<file path="src/rtl/shf_pkg.sv">
package shf_pkg;
    typedef enum logic [1:0] {
        KIND_LOGIC  = 2'b00,
        KIND_ARITH  = 2'b01,
        KIND_ROTATE = 2'b10,
        KIND_SPARE  = 2'b11
    } shf_kind_e;
endpackage

</file>
<file path="src/rtl/shf_word_build.sv">
module shf_word_build
    import shf_pkg::*;
#(
    parameter int WIDTH = 8
) (
    input  logic [WIDTH-1:0]   opnd,
    input  logic               left,
    input  shf_kind_e          kind,
    output logic [2*WIDTH-2:0] word
);
    localparam int FILL_W = WIDTH - 1;

    logic [FILL_W-1:0] fill_r;
    logic [FILL_W-1:0] fill_l;

    // Fill above the operand, used for right shifts.
    always_comb begin
        unique case (kind)
            KIND_ARITH:  fill_r = {FILL_W{opnd[WIDTH-1]}};
            KIND_ROTATE: fill_r = opnd[WIDTH-2:0];
            default:     fill_r = '0;   // logical and the spare code
        endcase
    end

    // Fill below the operand, used for left shifts (arithmetic equals logical, R5).
    always_comb begin
        unique case (kind)
            KIND_ROTATE: fill_l = opnd[WIDTH-1:1];
            default:     fill_l = '0;
        endcase
    end

    assign word = left ? {opnd, fill_l} : {fill_r, opnd};
endmodule

</file>
<file path="src/rtl/shf_offset_sel.sv">
module shf_offset_sel #(
    parameter int WIDTH = 8,
    localparam int SH_W = $clog2(WIDTH)
) (
    input  logic [SH_W-1:0] amt,
    input  logic            left,
    output logic [SH_W-1:0] offset
);
    // Left: offset = WIDTH-1-amt, which for a power-of-two WIDTH is ~amt.
    assign offset = left ? ~amt : amt;
endmodule

</file>
<file path="src/rtl/shf_window_mux.sv">
module shf_window_mux #(
    parameter int WIDTH = 8,
    localparam int SH_W   = $clog2(WIDTH),
    localparam int WIDE_W = 2 * WIDTH - 1
) (
    input  logic [WIDE_W-1:0] word,
    input  logic [SH_W-1:0]   offset,
    output logic [WIDTH-1:0]  win
);
    // Most significant offset bit first; each stage drops the bits it no longer needs.
    for (genvar j = 0; j < SH_W; j++) begin : g_stage
        localparam int B  = SH_W - 1 - j;
        localparam int IW = WIDTH + (1 << (B + 1)) - 1;
        localparam int OW = WIDTH + (1 << B) - 1;
        logic [IW-1:0] vin;
        logic [OW-1:0] vout;
        if (j == 0) begin : g_first
            assign vin = word;
        end else begin : g_next
            assign vin = g_stage[j-1].vout;
        end
        assign vout = offset[B] ? vin[(1 << B) +: OW] : vin[OW-1:0];
    end

    assign win = g_stage[SH_W-1].vout;
endmodule

</file>
<file path="src/rtl/shf_funnel_unit.sv">
module shf_funnel_unit
    import shf_pkg::*;
#(
    parameter int WIDTH = 8,
    localparam int SH_W   = $clog2(WIDTH),
    localparam int WIDE_W = 2 * WIDTH - 1
) (
    input  logic [WIDTH-1:0] opnd_i,
    input  logic [SH_W-1:0]  amt_i,
    input  logic             left_i,
    input  logic [1:0]       kind_i,
    output logic [WIDTH-1:0] res_o
);
    shf_kind_e         kind;
    logic [WIDE_W-1:0] word;
    logic [SH_W-1:0]   offset;

    assign kind = shf_kind_e'(kind_i);

    shf_word_build #(.WIDTH(WIDTH)) u_build (
        .opnd (opnd_i),
        .left (left_i),
        .kind (kind),
        .word (word)
    );

    shf_offset_sel #(.WIDTH(WIDTH)) u_offset (
        .amt    (amt_i),
        .left   (left_i),
        .offset (offset)
    );

    shf_window_mux #(.WIDTH(WIDTH)) u_window (
        .word   (word),
        .offset (offset),
        .win    (res_o)
    );

    // Checks relating the result to the inputs across the three sub-blocks.
    always_comb begin
        if (amt_i == '0)
            a_r1_zero_amount: assert (res_o == opnd_i);
        if (!left_i && kind == KIND_ARITH)
            a_r3_sign_kept: assert (res_o[WIDTH-1] == opnd_i[WIDTH-1]);
        if (left_i && kind != KIND_ROTATE && amt_i != '0)
            a_r4_zero_tail: assert (res_o[0] == 1'b0);
        if (kind == KIND_ROTATE)
            a_r6_rotate_weight: assert ($countones(res_o) == $countones(opnd_i));
    end
endmodule

</file>
<file path="config.mk">
export PLATFORM = sky130hd
export DESIGN_NAME = shf_funnel_unit
export DESIGN_NICKNAME = d
export VERILOG_FILES = /design/src/rtl/shf_pkg.sv /design/src/rtl/shf_word_build.sv /design/src/rtl/shf_offset_sel.sv /design/src/rtl/shf_window_mux.sv /design/src/rtl/shf_funnel_unit.sv
export SDC_FILE = /design/constraint.sdc
export NUM_CORES = 1
export LEC_CHECK = 0
export BUFFER_PORTS_ARGS = -buffer_cell sky130_fd_sc_hd__buf_2
export CORE_AREA = 2 2 40 42
export DETAILED_ROUTE_END_ITERATION = 12
export DIE_AREA = 0 0 42 44
export PLACE_DENSITY = 0.77
export SETUP_SLACK_MARGIN = 0.15
export SLEW_MARGIN = 20
export SYNTH_ARGS = -nofsm -noshare
export SYNTH_HDL_FRONTEND = slang
export SYNTH_HIERARCHICAL = 1
export SYNTH_SLANG_ARGS = --single-unit
</file>
<file path="constraint.sdc">
create_clock -name vclk -period 1.9
set_clock_uncertainty 0.2 [all_clocks]
set_input_delay 0.095 -clock vclk [all_inputs]
set_output_delay 0.095 -clock vclk [all_outputs]
set_load 0.05 [all_outputs]
</file>
==> results of run 1 <==
-- metrics by stage --
stage	TNS [ns]	cell area, um^2	worst slack (ns)	std cells	utilization, %
after global routing	-0.5899	1316	-0.1303	156	92.77
after global placement	-1.318	1071	-0.2614	152	75.49
final	-0.3629	1316	-0.1191	156	92.77
after detailed placement	-1.614	1071	-0.3082	152	75.49
after CTS	-0.1707	1192	-0.06936	153	84.04
after floorplan	0	859.6	0.04898	103	-
-- per-layer routing --
metal / up-vias / share of wire, % / global-route usage [%]
met2: 67 / 53 / 51.88
met4: 0 / 3.5 / 5.161
met5: - / 0 / 0
met1: 476 / 37 / 37.66
met3: 13 / 6.3 / 0.8333
li1: 450 / - / -
-- worst paths after layout --
kind                  slack, ns  cells past startpoint       from        to
worst max-delay path      -0.12                      9  kind_i[0]  res_o[6]
worst min-delay path       0.64                      5   amt_i[2]  res_o[5]
-- cell usage in the layout (no fill, tap or decap), drive strengths merged --
master         count
xor2               3
or2b               1
o22a               3
or2                2
mux2i             13
nand3              7
nand2             14
o21ai             17
inv               10
clkbuf             1
a22oi              7
nand2b             1
mux2               6
mux4               1
and2               1
o221ai             5
nor2b              1
buf               44
ha                 2
clkdlybuf4s15      1
-- what timing repair did --
item,CTS,global route
pin swaps,6,7
gates resized for setup,35,19
hold buffers,0,0
gates cloned,0,2
setup endpoints to repair,8,8
buffers inserted,1,1
-- cells in the mapped netlist --
| cell type | count | area share (%) |
|---|---|---|
| clkbuf_1 | 1 | 0.51 |
| xor2_1 | 3 | 3.6 |
| o221ai_2 | 3 | 6.2 |
| o21ai_1 | 7 | 4.8 |
| o221ai_1 | 2 | 2.4 |
| mux4_2 | 1 | 3.1 |
| mux2_2 | 5 | 7.7 |
| nand2_1 | 14 | 7.2 |
| or2_1 | 1 | 0.86 |
| inv_1 | 10 | 5.2 |
| or2b_1 | 1 | 1.0 |
| nand2b_1 | 1 | 0.86 |
| buf_2 | 5 | 3.4 |
| buf_6 | 3 | 4.6 |
| or2_2 | 1 | 0.86 |
| mux2i_1 | 13 | 18 |
| and2_1 | 1 | 0.86 |
| nor2b_1 | 1 | 0.86 |
| nand3_1 | 7 | 4.8 |
| a22oi_1 | 7 | 7.2 |
| ha_1 | 2 | 3.4 |
| mux2_4 | 1 | 2.1 |
| o21ai_0 | 10 | 6.9 |
| o22a_1 | 3 | 3.6 |
-- power groups by stage --
stage | sequential (uW) | combinational [uW] | clock (uW)
floorplan | 0 | 398 | 0
global placement | 0 | 503 | 0
detailed placement | 0 | 516 | 0
CTS | 0 | 593 | 0
global route | 0 | 683 | 0
finish | 0 | 660 | 0
-- critical path: stages --
cell      delay [ns]
buf_8           0.10
inv_6           0.05
ha_4            0.20
or2_4           0.28
o21ai_4         0.18
mux2i_1         0.10
mux2_4          0.31
o221ai_4        0.21
buf_6           0.19
-- logic make-up after synthesis --
kind of cell / after synthesis / share of synthesized area (%)
compound gates: 32 / 31.10
xor+xnor: 3 / 3.609
fa+ha+maj: 2 / 3.436
buf+inv: 19 / 13.74
mux: 20 / 30.75
simple gates: 27 / 17.36
-- cell type report --
class / instances / area share [%]
Timing Repair Buffer: 46 / 29.75
Tap cell: 16 / 1.521
Multi-Input combinational cell: 84 / 65.49
Inverter: 10 / 3.232
==> results.tsv, run 1 <==
metric	value	unit
seqPwrFrac	0	%
wl_per_cell	20.71	um
grt_max_degree	12	
power_frac_clock	0	%
drt-initial-drc-count	55	
dieArea	1848	um^2
p_int	284.1	uW
io_buffer_count	22	
cp-start-kind	input pin	
antenna_found_initial	0	
first_pass_iters	4	
crit_path_max_fanout	5	
critPathArrivalTime	1.72	ns
drv_slew	0	
nFillCells	46	
final_hold_viol_count	0	
seq_area	0	um^2
fp.dieW	42	um
initial_core_util	51.32	%
nets	158	
dp_hpwl	1.706	mm
power_density	501.7	nW/um^2
seq_cell_count	0	
grt-ovfl-total	0	
power_leakage	0.0005708	uW
combPwrFrac	100.0	%
syn_area	728.2	um^2
grt_setup_unrepaired	true	
slew_headroom	71.26	%
clkbuf_count	0	
tightest_slew	0.4228	ns
pin_count	22	
ys_types	24	
clock.fmax	495.3	MHz
hold_class	input pin to primary output	
postSynthCellCount	103	
setup.worst_path.end_class	primary output	
num_rows	14	
diodes	0	
crit_type	input pin to primary output	
ir_worst_vdd	0.0005239	V
mappedNetlistNets	119	
whs	0.6404	ns
finalPower	660.4	uW
final-setup-viol-count	6	
multiInputGateArea	862.1	um^2
core	1419	um^2
grt_pass1_vias	862	
worst_slack	-0.1191	ns
finalCritPeriodShare	106.3	%
maxCapViolCount	0	
status	finished, violations left	
area_delta_synth_final	80.76	%
yosysSeqAreaShare	0	%
synth_warnings	6	
grt_pass1_wl	4.098	mm
drc_errors	0	
drtAntennaViolNets	0	
cp.required	1.60	ns
netSwitchingFraction	56.98	%
gp_congestion	0.8557	
fin_crit	2.019	ns
track_usage	28.41	%
vias	1006	
routed_wl	3.231	mm
die_h	44	um
layout-drive-gt1-share	60.71	%
syn-mean-instance-area	7.070	um^2
violations	setup timing	
vias_per_cell	6.449	
netSwitchingPower	376.3	uW
Power figures use the tool's default switching activity.
==> inputs of run 2 (changes only) <==
--- a/config.mk
+++ b/config.mk
@@ -6,13 +6,12 @@
 export NUM_CORES = 1
 export LEC_CHECK = 0
 export BUFFER_PORTS_ARGS = -buffer_cell sky130_fd_sc_hd__buf_2
-export CORE_AREA = 2 2 40 42
+export CORE_AREA = 2 2 44 46
 export DETAILED_ROUTE_END_ITERATION = 12
-export DIE_AREA = 0 0 42 44
+export DIE_AREA = 0 0 46 48
 export PLACE_DENSITY = 0.77
 export SETUP_SLACK_MARGIN = 0.15
 export SLEW_MARGIN = 20
 export SYNTH_ARGS = -nofsm -noshare
 export SYNTH_HDL_FRONTEND = slang
-export SYNTH_HIERARCHICAL = 1
 export SYNTH_SLANG_ARGS = --single-unit
==> run 2 against run 1 <==
- the flow still finishes with violations (setup timing)
- critical path depth did not move
- worst setup slack got worse by 0.20 ns
- combinational power is 24% lower
- count of clock-buffer cells in the layout unchanged
- sequential cell count unchanged
- largest power group unchanged
==> results.tsv, run 2 <==
metric	value	unit
status	finished, violations left	
violations	setup timing	
hold_class	input pin to primary output	
drc_errors	0	
drtAntennaViolNets	0	
synthXorXnorAreaFrac	0.9396	%
cp-start-kind	input pin	
tns	-1.778	ns
dpl_cell_area	1277	um^2
antenna_found_initial	0	
wl_met2	1.600	mm
finalCritPeriodShare	116.8	%
worstHoldStart	amt_i[1]	
dieArea	2208	um^2
crit_type	input pin to primary output	
power_frac_clock	0	%
fin_crit	2.219	ns
worst_slack	-0.3190	ns
syn-mean-instance-area	6.341	um^2
area_delta_synth_final	55.30	%
p_int	223.3	uW
postLayoutCoreUtil	85.70	%
synth_top_area_share	7.651	%
dp_hpwl	2.565	mm
synth_top_area_cell	nand2_1	
wl_met1	1.363	mm
final_common_cell	buf_4	
nFillCells	102	
synthAdderAreaFrac	2.685	%
seqPwrFrac	0	%
yosysSeqAreaShare	0	%
grt_setup_unrepaired	true	
ctsHoldBuffers	0	
netSwitchingPower	277.6	uW
final_cell_mix	buf_4, nand2_1, buf_2, o21ai_0, nor2_1	
seq_cell_count	0	
grt_pass1_vias	1140	
initial_core_util	55.19	%
wl_per_cell	16.44	um
synthSimpleGateAreaFrac	34.36	%
setup.worst_path.end_class	primary output	
synth_warnings	0	
combPwrFrac	100.0	%
drv_slew	0	
crit_path_max_fanout	5	
layout-drive-gt1-share	44.09	%
core	1689	um^2
synth_compound_area_share	45.91	%
highest_layer	met4	
slew_headroom	66.01	%
die_h	48	um
maxCapViolCount	0	
dp_cells	200	
postSynthCellCount	147	
ys_types	44	
critPathArrivalTime	1.92	ns
grt_max_degree	21	
final_hold_viol_count	0	
yosysMostFrequentCell	nand2_1	
min_delay_worst_endpoint	res_o[4]	
num_rows	15	
hold_depth	4	
first_pass_iters	5	
clock.fmax	450.7	MHz
yosys-mux-area-fraction	7.114	%
syn_area	932.1	um^2
route.met3.wl	319	um
gp_congestion	1.018	
ir_worst_vdd	0.0002070	V
vias_per_cell	6.468	
power_leakage	0.0006641	uW
fp.dieW	46	um
diodes	0	
clkbuf_count	0	
io_buffer_count	22	
synth_top_family_by_area	compound AO/OA/AOI/OAI gates	
multiInputGateArea	959.7	um^2
grt-ovfl-total	0	
track_usage	31.51	%
drt-initial-drc-count	81	
mappedNetlistNets	163	
power_density	346.0	nW/um^2
nets	204	
tightest_slew	0.5046	ns
seq_area	0	um^2
synthTopCellsByCount	nand2_1, o21ai_0, nand3_1, nor2_1	
instances_no_fill	203	
grt_pass1_wl	5.168	mm
pin_count	22	
routed_wl	3.337	mm
vias	1313	
synth_area_leaders	nand2_1, a22o_1, o21ai_0	
fin_area	1448	um^2
netSwitchingFraction	55.42	%
pre_cts_slack	-0.4235	ns
final-setup-viol-count	8	
cp.required	1.60	ns
run 2: worst max-delay path by stage:
stage	start	endpoint	slack (ns)	cells after the start
floorplan	kind_i[0]	res_o[6]	-0.11	7
global placement	kind_i[0]	res_o[7]	-0.39	9
detailed placement	kind_i[0]	res_o[7]	-0.42	9
CTS	kind_i[0]	res_o[7]	-0.31	9
global route	kind_i[0]	res_o[7]	-0.38	9
finish	kind_i[0]	res_o[7]	-0.32	9
run 2: cell type report:
cell class / count / area share (%)
repair buffers: 51 / 29.90
multi-input cells: 128 / 66.29
well taps: 17 / 1.469
inverters: 7 / 2.334
run 2: worst max-delay path: stages:
cell     delay (ns)
buf_8          0.09
inv_8          0.03
ha_4           0.26
and3b_2        0.20
or4_4          0.57
nand2_1        0.13
nand2_1        0.07
a211o_4        0.32
buf_8          0.15
run 2: power by group through the flow:
stage | combinational (uW) | sequential [uW] | clock [uW]
6_report | 501 | 0 | 0
5_1_grt | 531 | 0 | 0
3_5_place_dp | 417 | 0 | 0
2_1_floorplan | 291 | 0 | 0
4_1_cts | 471 | 0 | 0
3_3_place_gp | 409 | 0 | 0
run 2: metrics by stage:
| step | hold slack [ns] | power [uW] |
|---|---|---|
| final | 0.5795 | 500.9 |
| after CTS | 0.5700 | 471.5 |
| after global routing | 0.6004 | 530.5 |
| after detailed placement | 0.6186 | 416.6 |
| after global placement | 0.6190 | 408.9 |
| after floorplan | 0.4071 | 290.9 |
run 2: cell families after synthesis:
family	after synthesis
multiplexers	6
XOR/XNOR	1
AO/OA/AOI/OAI	58
AND/OR/NAND/NOR	61
adder cells (fa/ha/maj)	2
buffers and inverters	19
run 2: what timing repair did:
item / 4_1_cts / 5_1_grt
setup buffers: 2 / 1
resized for setup: 26 / 11
pin swaps: 8 / 2
endpoints found under the setup margin: 8 / 8
run 2: metal layers:
| metal | track usage (%) | up-vias |
|---|---|---|
| met1 | 40.66 | 587 |
| met3 | 3.774 | 8 |
| met5 | 0 | - |
| met4 | 7.429 | 0 |
| li1 | - | 639 |
| met2 | 55.56 | 79 |
